### config.mk
export PLATFORM = sky130hd
export DESIGN_NAME = stsb_status_gen
export DESIGN_NICKNAME = d
export VERILOG_FILES = /design/src/rtl/stsb_pkg.sv /design/src/rtl/stsb_rst_sync.sv /design/src/rtl/stsb_sel_decode.sv /design/src/rtl/stsb_track.sv /design/src/rtl/stsb_encode.sv /design/src/rtl/stsb_status_gen.sv
export SDC_FILE = /design/constraint.sdc
export NUM_CORES = 1
export LEC_CHECK = 0
export BUFFER_PORTS_ARGS = -buffer_cell sky130_fd_sc_hd__buf_2
export CAP_MARGIN = 20
export CORE_AREA = 2 2 39 41
export DETAILED_ROUTE_END_ITERATION = 6
export DIE_AREA = 0 0 41 43
export MAX_ROUTING_LAYER = met4
export PLACE_DENSITY = 0.72
export SYNTH_ARGS = -nofsm -noshare
export SYNTH_HDL_FRONTEND = slang
export SYNTH_SLANG_ARGS = --single-unit
### constraint.sdc
create_clock -name clk -period 1.1 [get_ports clk]
set_input_delay 0.22 -clock clk [delete_from_list [all_inputs] [get_ports clk]]
set_output_delay 0.22 -clock clk [all_outputs]
set_load 0.01 [all_outputs]
### src/rtl/stsb_pkg.sv
package stsb_pkg;
  localparam int unsigned DW = 8;

  // status byte bit positions (fixed by the reading software)
  localparam int unsigned BIT_POLL = 7;
  localparam int unsigned BIT_TGL  = 6;
  localparam int unsigned BIT_ERR  = 5;
  localparam int unsigned BIT_TMO  = 3;

  typedef enum logic [1:0] {
    SRC_NONE  = 2'd0,
    SRC_FLASH = 2'd1,
    SRC_EE    = 2'd2
  } src_e;
endpackage

### src/rtl/stsb_rst_sync.sv
module stsb_rst_sync #(
  parameter int unsigned STAGES = 2
) (
  input  logic clk,
  input  logic rst_n,
  output logic rst_sync_n
);
  logic [STAGES-1:0] sync_q;

  always_ff @(posedge clk or negedge rst_n) begin
    if (!rst_n) sync_q <= '0;
    else        sync_q <= {sync_q[STAGES-2:0], 1'b1};
  end

  assign rst_sync_n = sync_q[STAGES-1];
endmodule

### src/rtl/stsb_sel_decode.sv
module stsb_sel_decode
  import stsb_pkg::*;
#(
  parameter int unsigned N_FL = 4,
  parameter int unsigned N_EE = 2
) (
  input  logic            clk,
  input  logic            rst_n,
  input  logic [N_FL-1:0] fl_sel,
  input  logic [N_EE-1:0] ee_sel,
  input  logic            rd_stb,
  input  logic            wr_stb,
  output src_e            src,
  output logic            rd_any,
  output logic            rd_fl,
  output logic            rd_ee,
  output logic            wr_fl,
  output logic            wr_ee
);
  logic fl_any, ee_any;

  assign fl_any = |fl_sel;
  assign ee_any = |ee_sel;

  always_comb begin
    if (fl_any)      src = SRC_FLASH;
    else if (ee_any) src = SRC_EE;
    else             src = SRC_NONE;
  end

  assign rd_any = rd_stb && (src != SRC_NONE);
  assign rd_fl  = rd_stb && (src == SRC_FLASH);
  assign rd_ee  = rd_stb && (src == SRC_EE);
  assign wr_fl  = wr_stb && (src == SRC_FLASH);
  assign wr_ee  = wr_stb && (src == SRC_EE);

  // a single domain is hit by any access
  assert_one_domain_R9: assert property (@(posedge clk) disable iff (!rst_n)
    $onehot0({rd_fl, rd_ee}) && $onehot0({wr_fl, wr_ee}));
  // flash select wins over eeprom select
  assert_flash_prio_R9: assert property (@(posedge clk) disable iff (!rst_n)
    (rd_stb && (|fl_sel)) |-> (rd_fl && !rd_ee));
endmodule

### src/rtl/stsb_track.sv
module stsb_track (
  input  logic clk,
  input  logic rst_n,
  input  logic busy,
  input  logic wr_hit,
  input  logic wr_msb,
  input  logic rd_hit,
  output logic poll_bit,
  output logic tgl_bit
);
  logic msb_q, msb_n;
  logic tgl_q, tgl_n;
  logic msb_en, tgl_en;

  assign msb_en = wr_hit;
  assign tgl_en = rd_hit && busy;

  always_comb begin
    msb_n = msb_q;
    tgl_n = tgl_q;
    if (msb_en) msb_n = wr_msb;
    if (tgl_en) tgl_n = ~tgl_q;
  end

  always_ff @(posedge clk or negedge rst_n) begin
    if (!rst_n) begin
      msb_q <= 1'b0;
      tgl_q <= 1'b0;
    end else begin
      msb_q <= msb_n;
      tgl_q <= tgl_n;
    end
  end

  assign poll_bit = busy ? ~msb_q : msb_q;
  assign tgl_bit  = tgl_q;

  // a busy read flips the toggle bit
  assert_tgl_flip_R4: assert property (@(posedge clk) disable iff (!rst_n)
    (rd_hit && busy) |=> (tgl_bit != $past(tgl_bit)));
  // no busy read, no change
  assert_tgl_hold_R5: assert property (@(posedge clk) disable iff (!rst_n)
    !(rd_hit && busy) |=> $stable(tgl_bit));
  // polling bit follows the captured byte once idle
  assert_poll_idle_R3: assert property (@(posedge clk) disable iff (!rst_n)
    (wr_hit && !$isunknown(wr_msb)) ##1 (!busy && !wr_hit) |-> (poll_bit == $past(wr_msb)));
endmodule

### src/rtl/stsb_encode.sv
module stsb_encode
  import stsb_pkg::*;
(
  input  logic          clk,
  input  logic          rst_n,
  input  logic          rd_any,
  input  src_e          src,
  input  logic          fl_poll,
  input  logic          fl_tgl,
  input  logic          fl_err,
  input  logic          fl_ers_open,
  input  logic          ee_poll,
  input  logic          ee_tgl,
  output logic          sts_vld,
  output logic [DW-1:0] sts_data
);
  logic [DW-1:0] byte_n, data_q, data_n;
  logic          vld_q, vld_n;

  always_comb begin
    byte_n = '0;
    unique case (src)
      SRC_FLASH: begin
        byte_n[BIT_POLL] = fl_poll;
        byte_n[BIT_TGL]  = fl_tgl;
        byte_n[BIT_ERR]  = fl_err;
        byte_n[BIT_TMO]  = ~fl_ers_open;
      end
      SRC_EE: begin
        byte_n[BIT_POLL] = ee_poll;
        byte_n[BIT_TGL]  = ee_tgl;
      end
      default: byte_n = '0;
    endcase
  end

  always_comb begin
    vld_n  = rd_any;
    data_n = rd_any ? byte_n : data_q;
  end

  always_ff @(posedge clk or negedge rst_n) begin
    if (!rst_n) begin
      vld_q  <= 1'b0;
      data_q <= '0;
    end else begin
      vld_q  <= vld_n;
      data_q <= data_n;
    end
  end

  assign sts_vld  = vld_q;
  assign sts_data = data_q;

  // one cycle latency from a hitting read
  assert_rd_latency_R2: assert property (@(posedge clk) disable iff (!rst_n)
    rd_any |=> sts_vld);
  // byte holds when nothing is read
  assert_hold_R2: assert property (@(posedge clk) disable iff (!rst_n)
    !rd_any |=> (!sts_vld && $stable(sts_data)));
  // meaningless bits stay low
  assert_undef_zero_R8: assert property (@(posedge clk) disable iff (!rst_n)
    (sts_data[4] == 1'b0) && (sts_data[2:0] == 3'b000));
  // eeprom reads carry no error or timeout bit
  assert_ee_mask_R7: assert property (@(posedge clk) disable iff (!rst_n)
    (rd_any && src == SRC_EE) |=> (sts_data[BIT_ERR] == 1'b0 && sts_data[BIT_TMO] == 1'b0));
endmodule

### src/rtl/stsb_status_gen.sv
module stsb_status_gen
  import stsb_pkg::*;
#(
  parameter int unsigned N_FL = 4,
  parameter int unsigned N_EE = 2
) (
  input  logic            clk,
  input  logic            rst_n,
  input  logic [N_FL-1:0] fl_sel,
  input  logic [N_EE-1:0] ee_sel,
  input  logic            rd_stb,
  input  logic            wr_stb,
  input  logic [7:0]      wr_data,
  input  logic            fl_busy,
  input  logic            fl_err,
  input  logic            fl_ers_open,
  input  logic            ee_busy,
  output logic            sts_vld,
  output logic [7:0]      sts_data
);
  logic rst_i_n;
  src_e src;
  logic rd_any, rd_fl, rd_ee, wr_fl, wr_ee;
  logic fl_poll, fl_tgl, ee_poll, ee_tgl;

  stsb_rst_sync #(.STAGES(2)) u_rst (
    .clk(clk), .rst_n(rst_n), .rst_sync_n(rst_i_n)
  );

  stsb_sel_decode #(.N_FL(N_FL), .N_EE(N_EE)) u_dec (
    .clk(clk), .rst_n(rst_i_n), .fl_sel(fl_sel), .ee_sel(ee_sel),
    .rd_stb(rd_stb), .wr_stb(wr_stb), .src(src), .rd_any(rd_any),
    .rd_fl(rd_fl), .rd_ee(rd_ee), .wr_fl(wr_fl), .wr_ee(wr_ee)
  );

  stsb_track u_fl_trk (
    .clk(clk), .rst_n(rst_i_n), .busy(fl_busy), .wr_hit(wr_fl),
    .wr_msb(wr_data[DW-1]), .rd_hit(rd_fl), .poll_bit(fl_poll), .tgl_bit(fl_tgl)
  );

  stsb_track u_ee_trk (
    .clk(clk), .rst_n(rst_i_n), .busy(ee_busy), .wr_hit(wr_ee),
    .wr_msb(wr_data[DW-1]), .rd_hit(rd_ee), .poll_bit(ee_poll), .tgl_bit(ee_tgl)
  );

  stsb_encode u_enc (
    .clk(clk), .rst_n(rst_i_n), .rd_any(rd_any), .src(src),
    .fl_poll(fl_poll), .fl_tgl(fl_tgl), .fl_err(fl_err), .fl_ers_open(fl_ers_open),
    .ee_poll(ee_poll), .ee_tgl(ee_tgl), .sts_vld(sts_vld), .sts_data(sts_data)
  );

  // eeprom activity leaves flash toggle untouched
  assert_domain_iso_R10: assert property (@(posedge clk) disable iff (!rst_i_n)
    !rd_fl |=> $stable(fl_tgl));
endmodule

==> flow_results.xml, run 1 <==
<?xml version="1.0" encoding="UTF-8"?>
<metrics>
  <group name="status">
    <metric name="run_status" unit="">finished with violations</metric>
    <metric name="failed_checks" unit="">setup timing</metric>
  </group>
  <group name="synth">
    <metric name="yosys.area_share.xor_xnor" unit="%">6.88</metric>
    <metric name="yosysTopAreaCell" unit="">dfrtp_1</metric>
    <metric name="postSynth.asyncResetShare" unit="%">100</metric>
    <metric name="yosys.area_share.simple" unit="%">13.3</metric>
    <metric name="count_of_flip_flops_with_a_built_in_enable_after_synthesis" unit="">0</metric>
    <metric name="most_common_library_cells_after_synthesis" unit="">dfrtp_1, buf_4</metric>
    <metric name="yosysTopAreaCellShare" unit="%">54.1</metric>
    <metric name="post_synth_fa_ha_maj_area_fraction" unit="%">0</metric>
    <metric name="synth_cells" unit="">42</metric>
    <metric name="syn_avg_cell_area" unit="um^2">12.1</metric>
    <metric name="synth-seq-cells" unit="">11</metric>
    <metric name="post-synth-top-count-cell" unit="">dfrtp_1</metric>
    <metric name="muxShareOfSynthArea" unit="%">4.42</metric>
    <metric name="dominant_combinational_cell_family_by_area_after_synthesis" unit="">simple AND/OR/NAND/NOR gates</metric>
    <metric name="netlist-cell-type-count" unit="">22</metric>
    <metric name="synth.top_cells.by_area" unit="">dfrtp_1, buf_4, mux2_1</metric>
    <metric name="dominantRegCellSynth" unit="">dfrtp_1</metric>
    <metric name="syn-cell-area" unit="um^2">509</metric>
    <metric name="synth_seq_area_share" unit="%">54.1</metric>
    <metric name="ys.warnings.count" unit="">0</metric>
    <metric name="synth_compound_gate_area_share" unit="%">11.1</metric>
  </group>
  <group name="final_layout">
    <metric name="n_fill_cell" unit="">127</metric>
    <metric name="instances_no_fill" unit="">87</metric>
    <metric name="design.final.nets" unit="">94</metric>
    <metric name="relative_area_change_from_synthesis_to_final_layout" unit="%">41.0</metric>
    <metric name="final_design_area_no_fill" unit="um^2">718</metric>
    <metric name="antenna_cells" unit="">0</metric>
    <metric name="layout_cells_sized_above_1" unit="%">52.1</metric>
  </group>
  <group name="floorplanning">
    <metric name="io_pins" unit="">31</metric>
    <metric name="std_cell_rows" unit="">14</metric>
    <metric name="initial_core_util" unit="%">36.8</metric>
    <metric name="dieHeight" unit="um">43</metric>
    <metric name="fp.dieW" unit="um">41</metric>
    <metric name="coreArea" unit="um^2">1380</metric>
    <metric name="fp.dieArea" unit="um^2">1760</metric>
  </group>
  <group name="timing">
    <metric name="setup_viol" unit="">2</metric>
    <metric name="post-route-min-period" unit="ns">1.14</metric>
    <metric name="timing_hold_violations_final" unit="">0</metric>
    <metric name="final.setup_skew" unit="ns">0.00411</metric>
    <metric name="achievable-frequency" unit="MHz">881</metric>
    <metric name="grt_setup_unrepaired" unit="">yes</metric>
    <metric name="postLayoutSetupSlackWorst" unit="ns">-0.0356</metric>
    <metric name="finalCritPeriodShare" unit="%">103</metric>
    <metric name="timing.final.max_slew_violations" unit="">0</metric>
  </group>
  <group name="clock_tree">
    <metric name="post_cts_setup_driven_buffer_insertion_count" unit="">0</metric>
    <metric name="tritoncts" unit="">built</metric>
    <metric name="clk_pin_slew" unit="ns">0.07</metric>
    <metric name="numClockSinks" unit="">11</metric>
    <metric name="clock_insertion_delay_worst_skew" unit="ns">0.27</metric>
    <metric name="clock-root-buffer" unit="">clkbuf_4</metric>
    <metric name="clk_path_buf_depth" unit="">2</metric>
    <metric name="cts-buffers-inserted" unit="">3</metric>
    <metric name="cts-htree-levels" unit="">1</metric>
  </group>
  <group name="drt">
    <metric name="first_pass_iters" unit="">4</metric>
    <metric name="vias_post_dr" unit="">418</metric>
    <metric name="detailedRoute.firstIterationViolations" unit="">6</metric>
    <metric name="drt_drc_violations_left" unit="">0</metric>
    <metric name="post_detailed_route_wirelength_per_cell" unit="um">12.3</metric>
    <metric name="via_per_inst" unit="">4.80</metric>
    <metric name="antenna_violating_nets_post_route" unit="">0</metric>
    <metric name="final_routed_wirelength" unit="um">1070</metric>
  </group>
  <group name="global_route">
    <metric name="grt-ovfl-total" unit="">0</metric>
    <metric name="number_of_global_route_vias_before_repair" unit="">412</metric>
    <metric name="busiest_layer" unit="">met1</metric>
    <metric name="grt_antenna_before_repair" unit="">0</metric>
    <metric name="grt.met2_usage" unit="%">21.3</metric>
    <metric name="global_route.usage.met3" unit="%">4.71</metric>
    <metric name="globalRouteMet1Util" unit="%">21.9</metric>
    <metric name="global_route_wire_length_before_repair" unit="um">1810</metric>
    <metric name="grt.total_usage" unit="%">16.1</metric>
    <metric name="maximum_number_of_pins_on_one_net_before_global_route_repair" unit="">10</metric>
  </group>
  <group name="setup_path">
    <metric name="cell_chain_critical_path" unit="">buf_6 -&gt; or4_4 -&gt; and3_4 -&gt; a211o_1</metric>
    <metric name="timing.critical_path.slowest_cell_delay" unit="ns">0.58</metric>
    <metric name="end_kind" unit="">flip-flop</metric>
    <metric name="ws_path_type" unit="">primary input to flip-flop</metric>
    <metric name="timing.critical_path.buf_inv" unit="">1</metric>
    <metric name="worst-endpoint-required" unit="ns">1.25</metric>
    <metric name="cp_data_arrival_time" unit="ns">1.29</metric>
    <metric name="worst-path-max-fanout" unit="">6</metric>
    <metric name="worst_path_dominant_cell_family" unit="">simple AND/OR/NAND/NOR gates</metric>
    <metric name="cp_launch_type" unit="">primary input</metric>
    <metric name="critical_path.slowest_cell" unit="">or4_4</metric>
  </group>
  <group name="placement">
    <metric name="dp.final_hpwl" unit="um">827</metric>
    <metric name="detailed_place.area" unit="um^2">666</metric>
    <metric name="buffer_ports.inserted" unit="">19</metric>
    <metric name="gp_congestion" unit="">0.823</metric>
    <metric name="place_inst" unit="">82</metric>
  </group>
  <group name="power">
    <metric name="ir_worst_vdd" unit="V">0.000698</metric>
    <metric name="leakage" unit="uW">0.000361</metric>
    <metric name="areal_power_density_over_the_cells" unit="nW/um^2">1460</metric>
  </group>
  <group name="min_path">
    <metric name="holdCritPathClass" unit="">primary input to flip-flop</metric>
  </group>
  <group name="flow_run">
    <metric name="max_cap_viol_count" unit="">0</metric>
  </group>
</metrics>
[report_power, final]
| part | internal [uW] | switching [uW] | total, uW |
|---|---|---|---|
| combinational | 135 | 97.3 | 232 |
| clock | 140 | 135 | 276 |
| sequential | 484 | 57.2 | 541 |
| total | 760 | 290 | 1050 |
[routing by layer]
metal / vias up / wire length, um
met5: - / 0
met3: 2 / 62
li1: 198 / -
met1: 203 / 440
met2: 15 / 562
met4: 0 / 4
[flip-flops by register name, indices dropped and copies added, names as in the netlist]
register	cells
u_ee_trk.msb_q	1
u_ee_trk.tgl_bit	1
u_enc.sts_data	4
u_enc.sts_vld	1
u_fl_trk.msb_q	1
u_fl_trk.tgl_bit	1
u_rst.sync_q	2
[path summary, 6_finish.rpt]
path	slack [ns]	depth (start not counted)	start	endpoint
min in group asynchronous	0.14	0	u_rst.sync_q[1]$_DFF_PN0_	u_ee_trk.tgl_bit$_DFFE_PN0P_
max in group asynchronous	0.69	0	u_rst.sync_q[1]$_DFF_PN0_	u_enc.sts_vld$_DFF_PN0_
max reg2reg	0.14	2	u_ee_trk.tgl_bit$_DFFE_PN0P_	u_enc.sts_data[6]$_DFFE_PN0P_
min	0.12	2	fl_ers_open	u_enc.sts_data[3]$_DFFE_PN0P_
min reg2reg	0.14	0	u_rst.sync_q[1]$_DFF_PN0_	u_ee_trk.tgl_bit$_DFFE_PN0P_
max	-0.04	4	fl_sel[2]	u_enc.sts_data[6]$_DFFE_PN0P_
[worst reg2reg max path, stage by stage, from the launching register on]
cell and delay, ns:
dfrtp_1 0.40, and4_1 0.19, a211o_1 0.26
[cell usage in the layout (no fill, tap or decap)]
cell           Yosys  layout
a21oi_1            1       1
dlygate4sd3_1      0       1
buf_4              4       7
nand3_1            2       2
a32o_2             1       1
nand2_1            2       1
or2_2              1       1
o21ai_0            1       1
nand4_1            1       1
xor2_1             2       2
buf_2              0      18
mux2_1             2       1
buf_6              1       1
a211o_1            1       1
or4_4              1       1
clkbuf_4           0       3
conb_1             2       5
xnor2_1            2       2
clkbuf_1           0       1
o21ai_4            0       1
and3_4             1       1
mux2_4             0       1
nor4_4             0       1
inv_1              1       1
nand2_2            0       1
o2bb2ai_1          2       2
dfrtp_1           11      11
and4_1             1       1
[kinds of logic (layout without fill, tap and decap cells)]
group,Yosys count,in the layout
multiplexers,2,2
XOR/XNOR,4,4
AND/OR/NAND/NOR,10,10
other,2,5
AO/OA/AOI/OAI,7,7
flip-flops,11,11
buffers and inverters,6,32
[stage by stage]
step                      util [%]  power, uW  setup TNS (ns)  setup WS [ns]  hold slack [ns]
final                         51.9       1050         -0.0596        -0.0356            0.117
after global routing          51.9       1110          -0.106        -0.0530            0.122
after CTS                     51.4       1060         -0.0586        -0.0234            0.115
after detailed placement      48.1        772           -2.45         -0.336          0.00637
after global placement        48.1        758           -2.44         -0.336          0.00456
after floorplan                  -        674           -1.19         -0.265          -0.0756
[what timing repair did]
action / CTS / global route
endpoints found under the hold margin: 2 / 0
pin swaps: 3 / 1
resized for setup: 2 / 1
setup endpoints to repair: 5 / 7
hold buffers: 1 / 0
[layout make-up]
class,count,area [um^2],area share [%]
clock buffers,4,26.3,3.66
inverters,1,3.75,0.523
multi-input cells,28,229,31.9
flip-flops and latches,11,275,38.3
well taps,16,20.0,2.79
repair buffers,27,164,22.8
Note: power is estimated with default switching activity, not from simulation.
==> inputs of run 2 (changes only) <==
Settings changed: BUFFER_PORTS_ARGS -buffer_cell sky130_fd_sc_hd__buf_2 to unset, DONT_BUFFER_PORTS set to 1, PLACE_DENSITY 0.72 to unset.
==> run 2 against run 1 <==
Against the previous run: the run now ends clean; sequential cell count unchanged; combinational power decreased by 43%; count of clock-buffer cells in the layout unchanged; sequential share of layout area rose by 10 points; power fell by 8.8%; cell count is 28% lower; global-route usage is 4.6 points lower; clock skew down 0.0034 ns; via count fell by 26%; maximum frequency grew 6.3%.
==> flow_results.xml, run 2 (synthesis gave the netlist of run 1 again) <==
<?xml version="1.0" encoding="UTF-8"?>
<metrics>
  <group name="clock_tree">
    <metric name="numClockSinks" unit="">11</metric>
    <metric name="cts-htree-levels" unit="">1</metric>
    <metric name="clk_pin_slew" unit="ns">0.07</metric>
    <metric name="clock-root-buffer" unit="">clkbuf_4</metric>
    <metric name="cts-buffers-inserted" unit="">3</metric>
    <metric name="clock_insertion_delay_worst_skew" unit="ns">0.26</metric>
    <metric name="tritoncts" unit="">built</metric>
    <metric name="postCtsResizedCells" unit="">0</metric>
    <metric name="clk_path_buf_depth" unit="">2</metric>
    <metric name="post_cts_setup_driven_buffer_insertion_count" unit="">0</metric>
    <metric name="cts_hold_fix_bufs" unit="">1</metric>
  </group>
  <group name="final_layout">
    <metric name="final_core_util" unit="%">41.1</metric>
    <metric name="flip_flop_count_of_the_largest_register_all_copies_and_words_added" unit="">4</metric>
    <metric name="layout_cells_sized_above_1" unit="%">25.5</metric>
    <metric name="commonest_non_fill_non_tap_cell_in_the_layout" unit="">dfrtp_1</metric>
    <metric name="antenna_cells" unit="">0</metric>
    <metric name="most-common-layout-cells" unit="">dfrtp_1, conb_1, clkbuf_4</metric>
    <metric name="relative_area_change_from_synthesis_to_final_layout" unit="%">11.8</metric>
    <metric name="n_fill_cell" unit="">143</metric>
    <metric name="design.final.nets" unit="">70</metric>
  </group>
  <group name="placement">
    <metric name="dp.final_hpwl" unit="um">671</metric>
    <metric name="place_worst_setup_slack" unit="ns">-0.243</metric>
    <metric name="buffer_ports.inserted" unit="">0</metric>
    <metric name="gp_congestion" unit="">0.699</metric>
  </group>
  <group name="setup_path">
    <metric name="worst-path-max-fanout" unit="">7</metric>
    <metric name="timing.critical_path.slowest_cell_delay" unit="ns">0.57</metric>
    <metric name="end_kind" unit="">flip-flop</metric>
    <metric name="cell_chain_critical_path" unit="">or4_4 -&gt; and3_4 -&gt; a211o_1</metric>
    <metric name="worst-endpoint-required" unit="ns">1.25</metric>
    <metric name="startpoint" unit="">fl_sel[1]</metric>
    <metric name="r2r_start" unit="">u_ee_trk.tgl_bit$_DFFE_PN0P_</metric>
    <metric name="cp_data_arrival_time" unit="ns">1.22</metric>
    <metric name="ws_path_type" unit="">primary input to flip-flop</metric>
    <metric name="cp_launch_type" unit="">primary input</metric>
    <metric name="critical_path.slowest_cell" unit="">or4_4</metric>
  </group>
  <group name="timing">
    <metric name="timing_hold_violations_final" unit="">0</metric>
    <metric name="grt_setup_unrepaired" unit="">no</metric>
    <metric name="post-route-min-period" unit="ns">1.07</metric>
    <metric name="finalCritPeriodShare" unit="%">97.1</metric>
    <metric name="setup_viol" unit="">0</metric>
    <metric name="postLayoutSetupSlackWorst" unit="ns">0.0322</metric>
    <metric name="achievable-frequency" unit="MHz">936</metric>
    <metric name="final.setup_skew" unit="ns">0.000673</metric>
    <metric name="timing.setup.tns" unit="ns">0</metric>
    <metric name="hold_ws" unit="ns">0.0365</metric>
    <metric name="timing.final.max_slew_violations" unit="">0</metric>
  </group>
  <group name="floorplanning">
    <metric name="coreArea" unit="um^2">1380</metric>
    <metric name="dieHeight" unit="um">43</metric>
    <metric name="io_pins" unit="">31</metric>
    <metric name="fp.dieW" unit="um">41</metric>
    <metric name="initial_core_util" unit="%">36.8</metric>
    <metric name="std_cell_rows" unit="">14</metric>
    <metric name="fp.dieArea" unit="um^2">1760</metric>
  </group>
  <group name="global_route">
    <metric name="maximum_number_of_pins_on_one_net_before_global_route_repair" unit="">10</metric>
    <metric name="grt-ovfl-total" unit="">0</metric>
    <metric name="grt_antenna_before_repair" unit="">0</metric>
    <metric name="number_of_global_route_vias_before_repair" unit="">300</metric>
    <metric name="global_route_wire_length_before_repair" unit="um">1260</metric>
    <metric name="grt.total_usage" unit="%">11.5</metric>
  </group>
  <group name="drt">
    <metric name="drt_drc_violations_left" unit="">0</metric>
    <metric name="vias_post_dr" unit="">309</metric>
    <metric name="first_pass_iters" unit="">2</metric>
    <metric name="via_per_inst" unit="">4.90</metric>
    <metric name="final_routed_wirelength" unit="um">829</metric>
    <metric name="antenna_violating_nets_post_route" unit="">0</metric>
    <metric name="post_detailed_route_wirelength_per_cell" unit="um">13.2</metric>
    <metric name="detailedRoute.firstIterationViolations" unit="">5</metric>
  </group>
  <group name="min_path">
    <metric name="min_from" unit="">fl_ers_open</metric>
    <metric name="holdCritPathClass" unit="">primary input to flip-flop</metric>
  </group>
  <group name="power">
    <metric name="leakage" unit="uW">0.000258</metric>
    <metric name="clock_power_share" unit="%">28.1</metric>
    <metric name="areal_power_density_over_the_cells" unit="nW/um^2">1680</metric>
    <metric name="ir_worst_vdd" unit="V">0.000758</metric>
    <metric name="seqPwrFrac" unit="%">58.1</metric>
    <metric name="switching_share" unit="%">25.9</metric>
    <metric name="comb_power_share" unit="%">13.8</metric>
    <metric name="internal_power" unit="uW">709</metric>
    <metric name="p_switching" unit="uW">248</metric>
  </group>
  <group name="flow_run">
    <metric name="max_cap_viol_count" unit="">0</metric>
  </group>
  <group name="status">
    <metric name="run_status" unit="">finished, final reports clean</metric>
  </group>
</metrics>
-- run 2: changes by cell type in the layout (fill, tap and decap cells not counted), sizes merged --
cell	change
buf	-24
-- run 2: metal layers --
| metal | wire (um) | share of wire [%] | global-route usage, % | vias to the layer above |
|---|---|---|---|---|
| li1 | - | - | - | 150 |
| met1 | 328 | 40 | 14.1 | 150 |
| met2 | 428 | 52 | 14.7 | 9 |
| met3 | 72 | 8.7 | 4.71 | 0 |
| met4 | 0 | 0 | 8.00 | 0 |
| met5 | 0 | 0 | - | - |
-- run 2: per-stage QoR --
step           cells  total power [uW]  instance area [um^2]
5_1_grt           63              1010                   569
2_1_floorplan     45               674                   539
6_report          63               957                   569
4_1_cts           63               977                   569
3_3_place_gp      58               688                   533
3_5_place_dp      58               695                   533
-- run 2: area by class of cell --
cell class                      instances  area, um^2  share of cell area [%]
Sequential cell                        11         275                    48.4
Multi-Input combinational cell         28         219                    38.5
Clock buffer                            4        26.3                    4.62
Timing Repair Buffer                    3        25.0                    4.40
Tap cell                               16        20.0                    3.52
Inverter                                1        3.75                   0.659
-- run 2: worst paths after layout --
check	to	slack (ns)	cells after the start
min in group asynchronous	u_fl_trk.msb_q$_DFFE_PN0P_	0.15	0
worst max-delay path	u_enc.sts_data[6]$_DFFE_PN0P_	0.03	3
max in group asynchronous	u_fl_trk.tgl_bit$_DFFE_PN0P_	0.69	0
worst min-delay path	u_enc.sts_data[3]$_DFFE_PN0P_	0.04	1
worst min register to register	u_fl_trk.msb_q$_DFFE_PN0P_	0.15	0
worst max register to register	u_enc.sts_data[6]$_DFFE_PN0P_	0.15	2
-- run 2: power by group through the flow --
| stage | sequential, uW | clock (uW) | combinational, uW |
|---|---|---|---|
| global route | 567 | 302 | 145 |
| CTS | 559 | 284 | 134 |
| finish | 556 | 269 | 132 |
| detailed placement | 568 | 0 | 128 |
| global placement | 564 | 0 | 124 |
| floorplan | 550 | 0 | 124 |
-- run 2: critical path, delay by kind of cell --
family             cells  cell delay (ns)
AOI/OAI and AO/OA      1             0.22
and+or+nand+nor        2             0.77
